$ cat src/rtl/irqc_pkg.sv
package irqc_pkg;

  localparam int MAX_SRC = 8;

  typedef enum logic [2:0] {
    RA_ENABLE = 3'd0,
    RA_FLAGS  = 3'd1,
    RA_MODE   = 3'd2,
    RA_POL    = 3'd3,
    RA_DUAL   = 3'd4,
    RA_AUTO   = 3'd5,
    RA_GLOBAL = 3'd6
  } reg_addr_e;

  // Event for one source given its configuration and synchronized samples.
  function automatic logic detect_event(input logic edge_mode, input logic pol,
                                        input logic dual, input logic cur,
                                        input logic prev);
    logic rise, fall;
    rise = cur & ~prev;
    fall = ~cur & prev;
    if (edge_mode)
      return dual ? (rise | fall) : (pol ? rise : fall);
    else
      return pol ? cur : ~cur;
  endfunction

  // Lowest set bit index of an 8-bit vector; 0 when empty.
  function automatic logic [2:0] lowest_index(input logic [MAX_SRC-1:0] v);
    logic [2:0] r;
    r = 3'd0;
    for (int i = MAX_SRC - 1; i >= 0; i--)
      if (v[i]) r = 3'(i);
    return r;
  endfunction

endpackage

$ cat src/rtl/irqc_sync.sv
module irqc_sync #(
  parameter int WIDTH  = 8,
  parameter int STAGES = 2
) (
  input  logic             clk,
  input  logic             rst_n,
  input  logic [WIDTH-1:0] d,
  output logic [WIDTH-1:0] q
);
  logic [WIDTH-1:0] stage [STAGES];

  genvar g;
  generate
    for (g = 0; g < STAGES; g++) begin : g_stage
      always_ff @(posedge clk or negedge rst_n) begin
        if (!rst_n) stage[g] <= '0;
        else if (g == 0) stage[g] <= d;
        else stage[g] <= stage[(g == 0) ? 0 : g-1];
      end
    end
  endgenerate

  assign q = stage[STAGES-1];
endmodule

$ cat src/rtl/irqc_detect.sv
module irqc_detect
  import irqc_pkg::*;
#(
  parameter int N = 8
) (
  input  logic         clk,
  input  logic         rst_n,
  input  logic [N-1:0] sync_in,
  input  logic [N-1:0] mode_edge,
  input  logic [N-1:0] pol,
  input  logic [N-1:0] dual,
  output logic [N-1:0] ev
);
  logic [N-1:0] prev_q;

  always_ff @(posedge clk or negedge rst_n) begin
    if (!rst_n) prev_q <= '0;
    else        prev_q <= sync_in;
  end

  genvar g;
  generate
    for (g = 0; g < N; g++) begin : g_det
      assign ev[g] = detect_event(mode_edge[g], pol[g], dual[g], sync_in[g], prev_q[g]);
    end
  endgenerate
endmodule

$ cat src/rtl/irqc_flags.sv
module irqc_flags #(
  parameter int N = 8
) (
  input  logic         clk,
  input  logic         rst_n,
  input  logic [N-1:0] ev,
  input  logic [N-1:0] clr,
  output logic [N-1:0] flags
);
  logic [N-1:0] flags_q;

  // An event in the clear cycle wins, so it is never lost.
  always_ff @(posedge clk or negedge rst_n) begin
    if (!rst_n) flags_q <= '0;
    else        flags_q <= (flags_q & ~clr) | ev;
  end

  assign flags = flags_q;
endmodule

$ cat src/rtl/irqc_arbiter.sv
module irqc_arbiter
  import irqc_pkg::*;
#(
  parameter int N     = 8,
  parameter int VEC_W = 3
) (
  input  logic [N-1:0]     pend,
  input  logic [N-1:0]     enable,
  input  logic             global_en,
  output logic             req,
  output logic [VEC_W-1:0] vec
);
  logic [N-1:0]       masked;
  logic [MAX_SRC-1:0] padded;
  logic [2:0]         win;

  always_comb begin
    masked         = pend & enable;
    padded         = '0;
    padded[N-1:0]  = masked;
    win            = lowest_index(padded);
    req            = global_en & (|masked);
    vec            = win[VEC_W-1:0];
  end
endmodule

$ cat src/rtl/irq_vector_ctrl.sv
module irq_vector_ctrl
  import irqc_pkg::*;
#(
  parameter int NUM_SRC = 8,
  parameter int VEC_W   = (NUM_SRC > 1) ? $clog2(NUM_SRC) : 1
) (
  input  logic               clk,
  input  logic               rst_n,
  input  logic [NUM_SRC-1:0] src_in,
  input  logic               reg_wr,
  input  logic [2:0]         reg_addr,
  input  logic [NUM_SRC-1:0] reg_wdata,
  output logic [NUM_SRC-1:0] reg_rdata,
  input  logic               irq_ack,
  output logic               irq_req,
  output logic [VEC_W-1:0]   irq_vec
);
  localparam logic [NUM_SRC-1:0] ONE_HOT0 = NUM_SRC'(1);

  logic [NUM_SRC-1:0] en_q, mode_q, pol_q, dual_q, auto_q;
  logic               gie_q;
  logic [NUM_SRC-1:0] sync_s, ev_vec, flags, clr_vec, w1c_vec, ack_clr;
  logic               ack_take;

  // Configuration registers.
  always_ff @(posedge clk or negedge rst_n) begin
    if (!rst_n) begin
      en_q   <= '0;
      mode_q <= '1;
      pol_q  <= '1;
      dual_q <= '0;
      auto_q <= '0;
      gie_q  <= 1'b0;
    end else if (reg_wr) begin
      case (reg_addr)
        RA_ENABLE: en_q   <= reg_wdata;
        RA_MODE:   mode_q <= reg_wdata;
        RA_POL:    pol_q  <= reg_wdata;
        RA_DUAL:   dual_q <= reg_wdata;
        RA_AUTO:   auto_q <= reg_wdata;
        RA_GLOBAL: gie_q  <= reg_wdata[0];
        default:   ;
      endcase
    end
  end

  irqc_sync #(.WIDTH(NUM_SRC), .STAGES(2)) sync_i (
    .clk(clk), .rst_n(rst_n), .d(src_in), .q(sync_s));

  irqc_detect #(.N(NUM_SRC)) det_i (
    .clk(clk), .rst_n(rst_n), .sync_in(sync_s), .mode_edge(mode_q),
    .pol(pol_q), .dual(dual_q), .ev(ev_vec));

  always_comb begin
    w1c_vec  = (reg_wr && reg_addr == RA_FLAGS) ? reg_wdata : '0;
    ack_take = irq_ack & irq_req & auto_q[irq_vec];
    ack_clr  = ack_take ? (ONE_HOT0 << irq_vec) : '0;
    clr_vec  = w1c_vec | ack_clr;
  end

  irqc_flags #(.N(NUM_SRC)) flg_i (
    .clk(clk), .rst_n(rst_n), .ev(ev_vec), .clr(clr_vec), .flags(flags));

  irqc_arbiter #(.N(NUM_SRC), .VEC_W(VEC_W)) arb_i (
    .pend(flags), .enable(en_q), .global_en(gie_q), .req(irq_req), .vec(irq_vec));

  always_comb begin
    case (reg_addr)
      RA_ENABLE: reg_rdata = en_q;
      RA_FLAGS:  reg_rdata = flags;
      RA_MODE:   reg_rdata = mode_q;
      RA_POL:    reg_rdata = pol_q;
      RA_DUAL:   reg_rdata = dual_q;
      RA_AUTO:   reg_rdata = auto_q;
      RA_GLOBAL: reg_rdata = {{(NUM_SRC-1){1'b0}}, gie_q};
      default:   reg_rdata = '0;
    endcase
  end
endmodule

$ cat config.mk
export PLATFORM = sky130hd
export DESIGN_NAME = irq_vector_ctrl
export DESIGN_NICKNAME = d
export VERILOG_FILES = /design/src/rtl/irqc_pkg.sv /design/src/rtl/irqc_sync.sv /design/src/rtl/irqc_detect.sv /design/src/rtl/irqc_flags.sv /design/src/rtl/irqc_arbiter.sv /design/src/rtl/irq_vector_ctrl.sv
export SDC_FILE = /design/constraint.sdc
export NUM_CORES = 1
export LEC_CHECK = 0
export BUFFER_PORTS_ARGS = -buffer_cell sky130_fd_sc_hd__buf_2
export CAP_MARGIN = 20
export CELL_PAD_IN_SITES_DETAIL_PLACEMENT = 0
export CELL_PAD_IN_SITES_GLOBAL_PLACEMENT = 2
export CORE_MARGIN = 3
export CORE_UTILIZATION = 36
export DETAILED_ROUTE_END_ITERATION = 16
export PLACE_DENSITY_LB_ADDON = 0.2
export SLEW_MARGIN = 15
export SYNTH_ARGS = -nofsm -noshare
export SYNTH_HDL_FRONTEND = slang
export SYNTH_HIERARCHICAL = 1
export SYNTH_SLANG_ARGS = --single-unit
$ cat constraint.sdc
create_clock -name clk -period 3.8 [get_ports clk]
set_clock_uncertainty 0.15 [all_clocks]
set_input_delay 0.19 -clock clk [delete_from_list [all_inputs] [get_ports clk]]
set_output_delay 0.19 -clock clk [all_outputs]
set_load 0.005 [all_outputs]
==> impl_metrics.csv <==
group,metric,value,unit
run_status,status,"finished, final reports clean",
place,detailedPlace.worstSlack,1372,ps
layout,antennaDiodeCount,0,
timing,worst_slew_pin_slew,943.5,ps
global_route,grt_max_degree,74,
layout,area_growth,13.93,%
detailed_routing,first_pass_iters,4,
critical_path,critical_path_class,"register to register",
critical_path,timing.critical_path.depth,8,
critical_path,max_stage_delay_cell_worst_path,"sky130_fd_sc_hd__o211ai_1",
timing,setup_tns,0,ps
layout,final.fill_count,994,
critical_path,kind_of_start_point_of_the_critical_path,"register",
cts,total_number_of_h_tree_levels,3,
critical_path,worstSetupStartpoint,"flg_i/flags[0]",
timing,post-route-worst-setup-slack,1351,ps
global_route,grt_first_pass_wirelength,14.48,mm
global_route,antenna_found_initial,0,
timing,grt_setup_unrepaired,"no",
detailed_routing,drt-total-wl,8.675,mm
floorplanning,die_w,110.7,um
place,placedCellCount,474,
detailed_routing,drc_errors,0,
timing,fin_hold_ws,12.31,ps
worst_hold_path,hold_path_depth,2,
critical_path,worst_reg_to_reg_cells,8,
floorplanning,starting_utilization_of_the_core_area,37.53,%
logic_synthesis,yosysWarnings,6,
layout,layout.core_utilization,42.76,%
timing,finalHoldViolations,0,
logic_synthesis,post_synth_top_area_share,36.17,%
critical_path,worstPathRequired,3880,ps
cts,ctsLongestPathBuffers,2,
logic_synthesis,synth.ff_latch_count,73,
critical_path,critPathBufInv,1,
critical_path,worst_ep_arrival_time,2530,ps
detailed_routing,num_vias,2509,
worst_hold_path,holdCritPathClass,"primary input to register",
global_route,vias_in_the_first_global_route,2647,
place,replace_congestion,0.8364,
timing,fin_crit_sh,64.45,%
critical_path,critical_path.max_stage_delay,500,ps
power,pwr_density_cell,514.5,nW/um^2
logic_synthesis,netlist-cell-type-count,45,
critical_path,cell_chain_critical_path,"a22oi_1 > nand2_1 > o211ai_1 > mux2i_1 > or3_1 > o31ai_1 > inv_1 > a21o_1",
job,max_cap_viol_count,0,
logic_synthesis,synth.top_cells.by_area,"sky130_fd_sc_hd__dfrtp_1, sky130_fd_sc_hd__mux2_2, sky130_fd_sc_hd__dfstp_2",
critical_path,cp_max_fo,7,
cts,cts-resized-gates,0,
layout,instances_no_fill,499,
logic_synthesis,mappedNetlistArea,3944,um^2
floorplanning,die_h,110.7,um
cts,cts_tree,"done",
place,io_buffers,34,
timing,final_max_slew_viol_count,0,
floorplanning,fp.dieArea,12250,um^2
critical_path,setup.reg_to_reg.worst_slack,1350,ps
layout,finalNetCount,397,
logic_synthesis,synthesis.instances,321,
logic_synthesis,seq_area_frac_synth,46.83,%
critical_path,critical-path-top-delay-family,"compound AO/OA/AOI/OAI gates",
logic_synthesis,postSynthNetCount,360,
detailed_routing,routed_via_density,5.028,
power,total_leakage_power,0.001995,uW
timing,tmin_final,2449,ps
floorplanning,placementRows,37,
logic_synthesis,yosysTopAreaCell,"sky130_fd_sc_hd__dfrtp_1",
cts,clockRootBuffer,"sky130_fd_sc_hd__clkbuf_8",
worst_hold_path,hold_path.startpoint,"reg_wdata[1]",
floorplanning,design.core.area,10510,um^2
critical_path,worst_setup_path_end_kind,"register",
critical_path,rr_startpoint,"flg_i/flags[0]",
place,detailed_place_hpwl,5.884,mm
cts,insertion_delay,340,ps
global_route,global_route.usage.total,14.85,%
detailed_routing,avgRoutedWirePerCell,17.38,um
logic_synthesis,avgSynthCellArea,12.29,um^2
power,worst_vdd_drop,0.0001701,V
cts,clkTransAtPathRegs,80,ps
worst_hold_path,hold-path-endpoint,"pol_q[1]",
timing,finalSetupViolations,0,
timing,fmaxAchievable,408.3,MHz
layout,layout-drive-gt1-share,36.36,%
floorplanning,floorplan.io_pins,35,
timing,maxSlewHeadroom,37.10,%
critical_path,rr_endpoint,"flg_i/flags[0]",
cts,cts.sinks,73,
detailed_routing,antenna_violating_nets_post_route,0,
global_route,grt_overflow_total,0,
cts,tritoncts.num_buffers,9,
detailed_routing,detail_route.iter0.violations,91,
[cell usage after synthesis (all sizes together)]
library cell / number
dfrtp: 57
mux2: 52
inv: 24
mux2i: 20
nand2: 18
buf: 17
dfstp: 16
ha: 16
o21ai: 16
nand3: 10
o211ai: 9
a21o: 8
xor2: 8
nand2b: 6
a22oi: 4
a32o: 4
o21a: 4
a21oi: 3
a2bb2oi: 3
o32a: 3
a211o: 2
a22o: 2
nand4b: 2
nor2: 2
nor2b: 2
nor3: 2
nor3b: 2
a222oi: 1
a32oi: 1
and2: 1
and3: 1
clkbuf: 1
nor4bb: 1
o31ai: 1
or2: 1
or3: 1
[metal layers]
layer | GRT usage (%) | part of all wire [%]
met1 | 21.10 | 50
met3 | 2.675 | 3.0
met5 | 0 | 0
met2 | 22.78 | 45
met4 | 5.172 | 1.3
[layout make-up]
| type | instances | area (um^2) | share of cell area, % |
|---|---|---|---|
| clock buffer | 11 | 141.4 | 3.147 |
| tap | 136 | 170.2 | 3.787 |
| multi-input combinational | 206 | 1872 | 41.66 |
| clock inverter | 5 | 102.6 | 2.283 |
| inverter | 24 | 90.09 | 2.005 |
| sequential | 73 | 1847 | 41.10 |
| timing repair buffer | 44 | 270.3 | 6.015 |
[worst reg2reg max path, delay by kind of cell (launching register included)]
| kind | cells | cell delay [ps] |
|---|---|---|
| DFF | 1 | 430 |
| buffers and inverters | 1 | 70 |
| and+or+nand+nor | 2 | 430 |
| muxes | 1 | 140 |
| AOI/OAI and AO/OA | 4 | 1130 |
[per-stage QoR]
stage	cell area [um^2]	power [uW]
final	4493	2312
after global routing	4493	2458
after CTS	4493	2344
after detailed placement	4159	1578
after global placement	4159	1574
after floorplan	3944	1411
[power breakdown]
group	internal [uW]	switching, uW	total [uW]
clock network	454	294	747
registers	928	140	1070
logic	267	229	497
[cell usage in the layout (no fill, tap or decap), types with 9 or more instances in the layout]
cell type                       count
sky130_fd_sc_hd__mux2i_1           20
sky130_fd_sc_hd__clkbuf_8          10
sky130_fd_sc_hd__buf_2             33
sky130_fd_sc_hd__dfstp_2           16
sky130_fd_sc_hd__dfrtp_1           57
sky130_fd_sc_hd__mux2_2            44
sky130_fd_sc_hd__nand2_1           18
sky130_fd_sc_hd__nand3_1           10
sky130_fd_sc_hd__inv_1             24
sky130_fd_sc_hd__ha_1              16
sky130_fd_sc_hd__dlygate4sd3_1      9
[flip-flops by register name (all words and copies together), names as in the netlist]
| name | count |
|---|---|
| auto_q | 8 |
| det_i/prev_q | 8 |
| dual_q | 8 |
| en_q | 8 |
| flg_i/flags | 8 |
| gie_q | 1 |
| mode_q | 8 |
| pol_q | 8 |
| sync_i/q | 8 |
| sync_i/stage | 8 |
[kinds of logic after synthesis]
logic type	count (synthesis)	synth area share, %
buffers and inverters	42	5.711
AO/OA/AOI/OAI	61	12.31
multiplexers	72	20.69
flip-flops	73	46.83
adder cells (fa/ha/maj)	16	5.076
AND/OR/NAND/NOR	49	7.615
XOR/XNOR	8	1.777
[worst max path at each step]
| stage | slack [ps] | to |
|---|---|---|
| 6_report | 1350 | flg_i/flags[0] |
| 5_1_grt | 1120 | flg_i/flags[0] |
| 4_1_cts | 1360 | flg_i/flags[0] |
| 3_5_place_dp | 1370 | flg_i/flags[0] |
| 3_3_place_gp | 1350 | flg_i/flags[0] |
| 2_1_floorplan | 1580 | flg_i/flags[0] |
[repair_timing]
| item | in CTS | in global routing |
|---|---|---|
| buffers inserted | 0 | 0 |
| hold endpoints to repair | 65 | 0 |
| hold buffers | 9 | 0 |
No activity file was read; power rests on OpenSTA's default activity.
